===== config.mk =====
export PLATFORM = sky130hd
export DESIGN_NAME = regfile_ptr_unit
export DESIGN_NICKNAME = d
export VERILOG_FILES = /design/src/rtl/regfile_ptr_pkg.sv /design/src/rtl/rf_storage.sv /design/src/rtl/rf_read_mux.sv /design/src/rtl/ptr_agu.sv /design/src/rtl/regfile_ptr_unit.sv
export SDC_FILE = /design/constraint.sdc
export NUM_CORES = 1
export LEC_CHECK = 0
export ABC_AREA = 1
export BUFFER_PORTS_ARGS = -buffer_cell sky130_fd_sc_hd__buf_4
export CAP_MARGIN = 25
export CORE_UTILIZATION = 60
export DETAILED_ROUTE_END_ITERATION = 12
export GPL_TIMING_DRIVEN = 0
export HOLD_SLACK_MARGIN = 0.08
export PLACE_DENSITY_LB_ADDON = 0.05
export SYNTH_ARGS = -nofsm -noshare
export SYNTH_HDL_FRONTEND = slang
export SYNTH_HIERARCHICAL = 1
export SYNTH_SLANG_ARGS = --single-unit

===== constraint.sdc =====
create_clock -name clk -period 5.7 [get_ports clk]
set_input_delay 1.425 -clock clk [delete_from_list [all_inputs] [get_ports clk]]
set_output_delay 1.425 -clock clk [all_outputs]
set_load 0.02 [all_outputs]

===== src/rtl/regfile_ptr_pkg.sv =====
`timescale 1ns/1ps
package regfile_ptr_pkg;

  typedef enum logic [1:0] {
    AM_PLAIN   = 2'd0,
    AM_DISP    = 2'd1,
    AM_POSTINC = 2'd2,
    AM_PREDEC  = 2'd3
  } agu_mode_e;

  // Register index of the low byte of pointer p
  function automatic int ptr_lo_idx(input int base, input int p);
    return base + 2 * p;
  endfunction

  // Register index of the high byte of pointer p
  function automatic int ptr_hi_idx(input int base, input int p);
    return base + 2 * p + 1;
  endfunction

endpackage


===== src/rtl/rf_storage.sv =====
`timescale 1ns/1ps
module rf_storage
  import regfile_ptr_pkg::*;
#(
  parameter int NREGS    = 32,
  parameter int DW       = 8,
  parameter int NPTR     = 3,
  parameter int PTR_BASE = 26,
  localparam int SEL_W   = $clog2(NREGS),
  localparam int AW      = 2 * DW
) (
  input  logic                      clk,
  input  logic                      rst,
  input  logic                      alu_we,
  input  logic [SEL_W-1:0]          alu_sel,
  input  logic [DW-1:0]             alu_data,
  input  logic [NPTR-1:0]           ptr_we,
  input  logic [NPTR-1:0][AW-1:0]   ptr_val,
  output logic [NREGS*DW-1:0]       regs_flat
);

  for (genvar r = 0; r < NREGS; r++) begin : g_reg
    localparam int RI = r;
    logic [DW-1:0] q;
    logic [DW-1:0] nxt;

    // Each register picks its next value; a pointer writeback overrides the ALU
    always_comb begin
      nxt = q;
      if (alu_we && (alu_sel == SEL_W'(RI))) begin
        nxt = alu_data;
      end
      for (int p = 0; p < NPTR; p++) begin
        if (ptr_we[p] && (RI == ptr_lo_idx(PTR_BASE, p))) begin
          nxt = ptr_val[p][DW-1:0];
        end
        if (ptr_we[p] && (RI == ptr_hi_idx(PTR_BASE, p))) begin
          nxt = ptr_val[p][AW-1:DW];
        end
      end
    end

    always_ff @(posedge clk) begin
      if (rst) begin
        q <= '0;
      end else begin
        q <= nxt;
      end
    end

    assign regs_flat[RI*DW +: DW] = q;
  end

endmodule


===== src/rtl/rf_read_mux.sv =====
`timescale 1ns/1ps
module rf_read_mux #(
  parameter int NREGS  = 32,
  parameter int DW     = 8,
  localparam int SEL_W = $clog2(NREGS)
) (
  input  logic [NREGS*DW-1:0] regs_flat,
  input  logic [SEL_W-1:0]    sel,
  output logic [DW-1:0]       data
);

  always_comb begin
    data = '0;
    for (int r = 0; r < NREGS; r++) begin
      if (sel == SEL_W'(r)) begin
        data = regs_flat[r*DW +: DW];
      end
    end
  end

endmodule


===== src/rtl/ptr_agu.sv =====
`timescale 1ns/1ps
module ptr_agu
  import regfile_ptr_pkg::*;
#(
  parameter int DW      = 8,
  parameter int NPTR    = 3,
  parameter int DISP_W  = 6,
  localparam int AW     = 2 * DW,
  localparam int PSEL_W = $clog2(NPTR + 1)
) (
  input  logic                    en,
  input  logic [PSEL_W-1:0]       sel,
  input  logic [1:0]              mode,
  input  logic [DISP_W-1:0]       disp,
  input  logic [NPTR-1:0][AW-1:0] views,
  output logic [AW-1:0]           addr,
  output logic [NPTR-1:0]         wb_en,
  output logic [NPTR-1:0][AW-1:0] wb_val
);

  agu_mode_e     mode_e;
  logic          hit;
  logic [AW-1:0] cur;
  logic [AW-1:0] inc_v;
  logic [AW-1:0] dec_v;
  logic [AW-1:0] dsp_v;
  logic          changes;
  logic [AW-1:0] new_v;

  assign mode_e = agu_mode_e'(mode);

  // Select the requested pointer; an unused code selects nothing
  always_comb begin
    hit = 1'b0;
    cur = '0;
    for (int p = 0; p < NPTR; p++) begin
      if (en && (sel == PSEL_W'(p))) begin
        hit = 1'b1;
        cur = views[p];
      end
    end
  end

  assign inc_v = cur + AW'(1);
  assign dec_v = cur - AW'(1);
  assign dsp_v = cur + AW'(disp);

  always_comb begin
    addr    = '0;
    changes = 1'b0;
    new_v   = cur;
    if (hit) begin
      unique case (mode_e)
        AM_PLAIN:   addr = cur;
        AM_DISP:    addr = dsp_v;
        AM_POSTINC: begin
          addr    = cur;
          changes = 1'b1;
          new_v   = inc_v;
        end
        AM_PREDEC:  begin
          addr    = dec_v;
          changes = 1'b1;
          new_v   = dec_v;
        end
        default:    addr = cur;
      endcase
    end
  end

  for (genvar p = 0; p < NPTR; p++) begin : g_wb
    assign wb_en[p]  = changes && (sel == PSEL_W'(p));
    assign wb_val[p] = new_v;
  end

endmodule


===== src/rtl/regfile_ptr_unit.sv =====
`timescale 1ns/1ps
module regfile_ptr_unit
  import regfile_ptr_pkg::*;
#(
  parameter int NREGS    = 32,
  parameter int DW       = 8,
  parameter int NPTR     = 3,
  parameter int PTR_BASE = 26,
  parameter int DISP_W   = 6,
  localparam int SEL_W   = $clog2(NREGS),
  localparam int AW      = 2 * DW,
  localparam int PSEL_W  = $clog2(NPTR + 1)
) (
  input  logic               clk,
  input  logic               rst,
  input  logic [SEL_W-1:0]   rd_a_sel,
  output logic [DW-1:0]      rd_a_data,
  input  logic [SEL_W-1:0]   rd_b_sel,
  output logic [DW-1:0]      rd_b_data,
  input  logic               wr_en,
  input  logic [SEL_W-1:0]   wr_sel,
  input  logic [DW-1:0]      wr_data,
  input  logic               ag_en,
  input  logic [PSEL_W-1:0]  ag_sel,
  input  logic [1:0]         ag_mode,
  input  logic [DISP_W-1:0]  ag_disp,
  output logic [AW-1:0]      ag_addr,
  output logic [NPTR*AW-1:0] ptr_view
);

  logic [NREGS*DW-1:0]     regs_flat;
  logic [NPTR-1:0][AW-1:0] views;
  logic [NPTR-1:0]         wb_en;
  logic [NPTR-1:0][AW-1:0] wb_val;
  logic [1:0][SEL_W-1:0]   rd_sel;
  logic [1:0][DW-1:0]      rd_data;

  rf_storage #(
    .NREGS(NREGS), .DW(DW), .NPTR(NPTR), .PTR_BASE(PTR_BASE)
  ) u_store (
    .clk(clk), .rst(rst),
    .alu_we(wr_en), .alu_sel(wr_sel), .alu_data(wr_data),
    .ptr_we(wb_en), .ptr_val(wb_val),
    .regs_flat(regs_flat)
  );

  // Pointer views built from their fixed register pairs
  for (genvar p = 0; p < NPTR; p++) begin : g_view
    localparam int LO = ptr_lo_idx(PTR_BASE, p);
    localparam int HI = ptr_hi_idx(PTR_BASE, p);
    assign views[p] = {regs_flat[HI*DW +: DW], regs_flat[LO*DW +: DW]};
    assign ptr_view[p*AW +: AW] = views[p];
  end

  assign rd_sel[0] = rd_a_sel;
  assign rd_sel[1] = rd_b_sel;

  for (genvar k = 0; k < 2; k++) begin : g_rd
    rf_read_mux #(.NREGS(NREGS), .DW(DW)) u_rd (
      .regs_flat(regs_flat), .sel(rd_sel[k]), .data(rd_data[k])
    );
  end

  assign rd_a_data = rd_data[0];
  assign rd_b_data = rd_data[1];

  ptr_agu #(.DW(DW), .NPTR(NPTR), .DISP_W(DISP_W)) u_agu (
    .en(ag_en), .sel(ag_sel), .mode(ag_mode), .disp(ag_disp),
    .views(views), .addr(ag_addr), .wb_en(wb_en), .wb_val(wb_val)
  );

endmodule


After elaboration in Yosys (flattened, before gate mapping). Index checks and enable logic that the tools add are counted.

Register bits after elaboration: 256. Input bits: 37. Output and inout bits: 80. Logic and storage cells: 272.

Add/sub/neg operators: 3. Eq/ne operators: 98. Mux-type cells: 88. Reductions and logical operators: 51.

Operator list (count): 8-bit 2-to-1 mux (76); 5-bit == test, second input constant (48); 5-bit by 4-bit == test with 1-bit output, second input constant (24); 16-bit 2-to-1 mux (5); 5-bit by 3-bit == test with 1-bit output, second input constant (12); 16-bit one-hot mux with 3 select lines (1); 1-bit logical AND (38); 16-bit one-hot mux with 2 select lines (1); 5-bit by 2-bit == test with 1-bit output, second input constant (6); 16-bit by 1-bit adder with 16-bit output, second input constant (1); 16-bit by 6-bit adder with 16-bit output (1); 16-bit by 1-bit subtractor with 16-bit output, second input constant (1); 5-bit by 1-bit == test with 1-bit output, second input constant (3); 5-bit zero test (3); 2-bit nonzero test (6); 2-bit == test, second input constant (3); 1-bit 2-to-1 mux (5); 2-bit by 1-bit == test with 1-bit output, second input constant (2); 2-bit zero test (2); 2-bit OR reduction (2).

Depth between registers and ports, before layout.
Depth in word-level cells: 33. Mapped depth: 22. Mapped depth without buffers: 22.

Modules after synthesis. The synthesis kept the hierarchy.

Modules (own cells, without submodules): rf_storage (times used 1, cells each 1320, area each 9779.4 um^2, sequential area each 5124.9 um^2); rf_read_mux (times used 2, cells each 584, area each 2532.4 um^2, sequential area each 0.0 um^2); ptr_agu (times used 1, cells each 508, area each 2987.9 um^2, sequential area each 0.0 um^2).

Least setup slack after synthesis. Ideal clock, no wire load.

Path kind: input-to-output. From: input ag_sel[1]. To: output ag_addr[14]. Arrival: 3619 ps. Data required time: 4275 ps. Slack: 656 ps. Cell stages on the path: 16. Buffers on the path: 1. Cells stage by stage: buf_6 -> nor2_4 -> nand3_1 -> nand3_2 -> ha_1 -> inv_1 -> fa_1 -> inv_1 -> nand4_1 -> nand3_1 -> nand3_2 -> nor2_1 -> nand4_1 -> nand2_1 -> nand2_1 -> a21oi_1.

Longest elaborated chain between the ends: 8. Elaborated cells on any way between the ends: 16. Classes of those cells: add/sub: 2; eq/ne: 2; mux: 8; reduce/logical: 4.

RTL lines: from (decl) (RTL line regfile_ptr_unit.sv:24) `input logic [PSEL_W-1:0] ag_sel,`; 2-bit zero test (RTL line ptr_agu.sv:37) `if (en && (sel == PSEL_W'(p))) begin`; 1-bit logical AND (RTL line ptr_agu.sv:37); 16-bit 2-to-1 mux (3 in a row) (RTL line ptr_agu.sv:37); 16-bit by 1-bit subtractor with 16-bit output / 16-bit by 6-bit adder with 16-bit output (equally long branches) (RTL line ptr_agu.sv:45, ptr_agu.sv:46); 16-bit one-hot mux with 3 select lines (RTL line ptr_agu.sv:53) `unique case (mode_e)`; 16-bit 2-to-1 mux * (RTL line ptr_agu.sv:52) `if (hit) begin`; to (decl) (RTL line regfile_ptr_unit.sv:27) `output logic [AW-1:0] ag_addr,`.

Mark *: on every way between the ends. The rest lies on a longest branch, timed or not.

Worst setup path in the final report.
From: input rd_b_sel[0]. To: output rd_b_data[1].

Longest elaborated chain between the ends: 33. Elaborated cells on any way between the ends: 64. Classes of those cells: eq/ne: 31; mux: 32; reduce/logical: 1.

RTL lines: from (decl) (RTL line regfile_ptr_unit.sv:18) `input logic [SEL_W-1:0] rd_b_sel,`; 5-bit zero test (RTL line rf_read_mux.sv:15) `if (sel == SEL_W'(r)) begin`; 8-bit 2-to-1 mux (31 in a row) (RTL line rf_read_mux.sv:15); 8-bit 2-to-1 mux * (RTL line rf_read_mux.sv:15); to (decl) (RTL line regfile_ptr_unit.sv:19) `output logic [DW-1:0] rd_b_data,`.

Marks and branches as above.

==> results.toml <==
[routing]
routedWlPerCell_microns = 21.89
final_antenna_net_count = 0
route.detailed.drc = 0
drt_first_iter_violations = 3692
first_pass_iters = 9
vias = 22608
wl_microns = 78250
viasPerCell = 6.324

[floorplan]
coreArea_sq_mm = 0.02894
start_util_pct = 61.63
io_pins = 117
rows = 62
die_w_microns = 174.4
dieArea_sq_mm = 0.03041
die_y_microns = 174.4

[power]
power_frac_seq_pct = 41.6
finalPower_mw = 4.425
switchingPower_mw = 1.369
p_per_area_mw_per_mm2 = 212.1
internal_power_mw = 3.056
share_comb_of_total_power_pct = 16.5
ir_worst_vdd_mv = 0.2278
clkPwrFrac_pct = 41.9
p_leak_nw = 8.625
power.share.switching_pct = 30.94

[min_path]
whs_path_depth = 2
hp-class = "reg2reg"
min_from = "u_store/g_reg[17].q[4]"
min_to = "u_store/g_reg[17].q[4]"

[global_routing]
grt_overflow = 0
grt_use_total_pct = 48.74
grt_pass1_wl_microns = 114700
grt_max_degree = 15
antenna_found_initial = 0
first_global_vias = 20352

[cells_and_area]
area_growth_pct = 16.97
reg.largest.list = "u_store/g.q x256"
top_register = "u_store/g.q"
num_antenna_cells = 0
final_core_util_pct = 72.09
largest_reg_flops = 256
fin_nets = 3215
drive_above_1_share_pct = 16.05

[logic_synthesis]
yosysSeqAreaShare_pct = 28.74
synth_most_common_cell = "nand2_1"
synth_edf_count = 0
synth_area_leaders = "dfxtp_1 (29%), nand2_1 (21%), nand3_1 (8.7%), a21oi_1 (7.0%), nor2_1 (5.9%)"
synth_top_cell_area_share_pct = 28.74
synthDistinctLibCells = 41
syn_area_per_cell_sq_um = 5.952
ys_ff_latch = 256
syn_area_sq_mm = 0.01783
synth_warnings = 6
synthTopCellsByCount = "nand2_1 (1014), nand3_1 (311), nor2_1 (280)"
syn_nets = 3042
yosys_most_used_dff = "dfxtp_1"
async_flop_share_pct = 0
synthCells = 2996
yosys.area.top_type = "dfxtp_1"

[timing]
finalMaxSlewViolations = 0
rsz0062_at_grt = "true"
worst_slew_pin_slew_ns = 1.154
finalSetupViolCount = 8
fin_crit_sh_pct = 103.5
fin_worst_skew_ns = 0.01202
layout_min_cycle_time_ns = 5.898
hold_violations = 0
relSlewSlack_pct = 23.05
max_freq_ghz = 0.1696
holdWs_ns = 0.4752
worst_slack_ns = -0.1979

[place]
gp_congestion = 1.109
dp.final_hpwl_microns = 56270
io_buffers = 103

[worst_setup_path]
worst_r2r_endpoint = "u_store/g_reg[30].q[2]"
worst_ep_arrival_time_ns = 4.47
endpoint_kind = "primary output"
worstRegToRegCells = 14
rrSetupSlack_ns = 2.82
path_class = "in2out"
crit_fanout = 6
start_kind = "primary input"
r2r-start = "u_store/g_reg[26].q[1]"
cp.required_ns = 4.28

[clocking]
h-tree-depth = 1
cts-root-buf = "clkbuf_16"
clk_pin_slew_worst_paths_ns = 0.06
cts_tree = "done"
cts_buffer_depth = 3
cts_hold_buf = 0
cts_sinks = 256
clkLatencyLatePin_ns = 0.57
cts_inserted_buffers = 29

[run_status]
violations = "setup timing"
outcome = "finished, violations left"

[job]
maxCapViolCount = 0
## worst max path at each step
stage	slack, ns	depth (start not counted)	start	end
finish	-0.20	21	rd_b_sel[0]	rd_b_data[1]
global route	-0.28	21	rd_a_sel[0]	rd_a_data[1]
CTS	-0.0009	21	rd_a_sel[0]	rd_a_data[4]
detailed placement	-0.17	21	rd_a_sel[2]	rd_a_data[4]
global placement	-0.19	16	rd_b_sel[4]	rd_b_data[2]
floorplan	0.66	16	ag_sel[1]	ag_addr[14]
## per-layer routing
| layer | routed length (microns) | vias up | track usage, % |
|---|---|---|---|
| li1 | - | 10062 | - |
| met1 | 27400 | 10173 | 60.20 |
| met3 | 10920 | 466 | 11.07 |
| met5 | 0 | - | 0 |
| met4 | 6912 | 0 | 35.34 |
| met2 | 33030 | 1907 | 74.50 |
## cell families after synthesis
kind of cell | synth area share [%]
and+or+nand+nor | 49.07
buffers and inverters | 10.48
AOI/OAI and AO/OA | 10.74
DFF | 28.74
adders and majority gates | 0.6736
xor gates and xnor gates | 0.2947
## power by group through the flow
stage / registers [mW] / clock network, mW / logic (mW)
2_1_floorplan: 1.88 / 0 / 0.382
3_3_place_gp: 1.88 / 0 / 0.626
3_5_place_dp: 1.88 / 0 / 0.637
4_1_cts: 1.84 / 1.84 / 0.648
5_1_grt: 1.84 / 1.92 / 0.756
6_report: 1.84 / 1.85 / 0.728
## cell usage in the layout, fill, tap and decap left out, drive strengths merged
cell      synthesis  layout
nand2          1026    1026
nand3           335     335
nor2            326     326
dfxtp           256     256
a21oi           250     250
inv             248     249
buf              88     231
nand4           156     156
clkbuf           82     116
o21ai           112     112
or2              56      56
nor3             23      23
clkinv            9      17
clkinvlp          0       8
ha                8       8
xor2              6       6
o21bai            4       4
o211ai            3       3
o31ai             2       2
bufinv            0       1
o211a             1       1
a31oi             1       1
a221oi            1       1
a211oi            1       1
nor4              1       1
fa                1       1
## timing repair
item	CTS	global route
setup buffers	2	29
resized for setup	29	141
gates cloned	0	2
pin swaps	5	67
setup endpoints to repair	9	19
## worst max-delay path, cell delays in order
cell and delay [ns]:
buf_12 0.11, inv_6 0.03, nor2_4 0.18, nand3_4 0.14, buf_6 0.16, or2_0 0.22, nand2_1 0.09, nand4_1 0.15
nand2_1 0.15, nand4_1 0.13, nand2_2 0.14, nand4_1 0.26, nand2_2 0.17, nand4_1 0.17, nand2_2 0.14, nand3_2 0.07
nand2_2 0.08, nand4_1 0.22, nand2_1 0.15, nand4_1 0.11, buf_6 0.16
## final cells by class
type	count	area [sq um]
buffer	170	993.5
clock buffer	35	788.3
clock inverter	18	142.6
fill	2472	8077
inverter	257	994.7
multi-input combinational	2313	11190
sequential	256	5125
tap	384	480.5
timing repair buffer	142	1140
## stage by stage
step	area (sq um)	std cells	setup slack, ns	setup TNS, ns
after floorplan	17830	2996	0.6563	0
after global placement	19090	3483	-0.1870	-0.8975
after detailed placement	19180	3490	-0.1719	-0.6504
after CTS	20230	3545	-0.0009490	-0.0009490
after global routing	20860	3575	-0.2768	-1.624
final	20860	3575	-0.1979	-0.8943
Note: power is estimated with default switching activity, not from simulation.
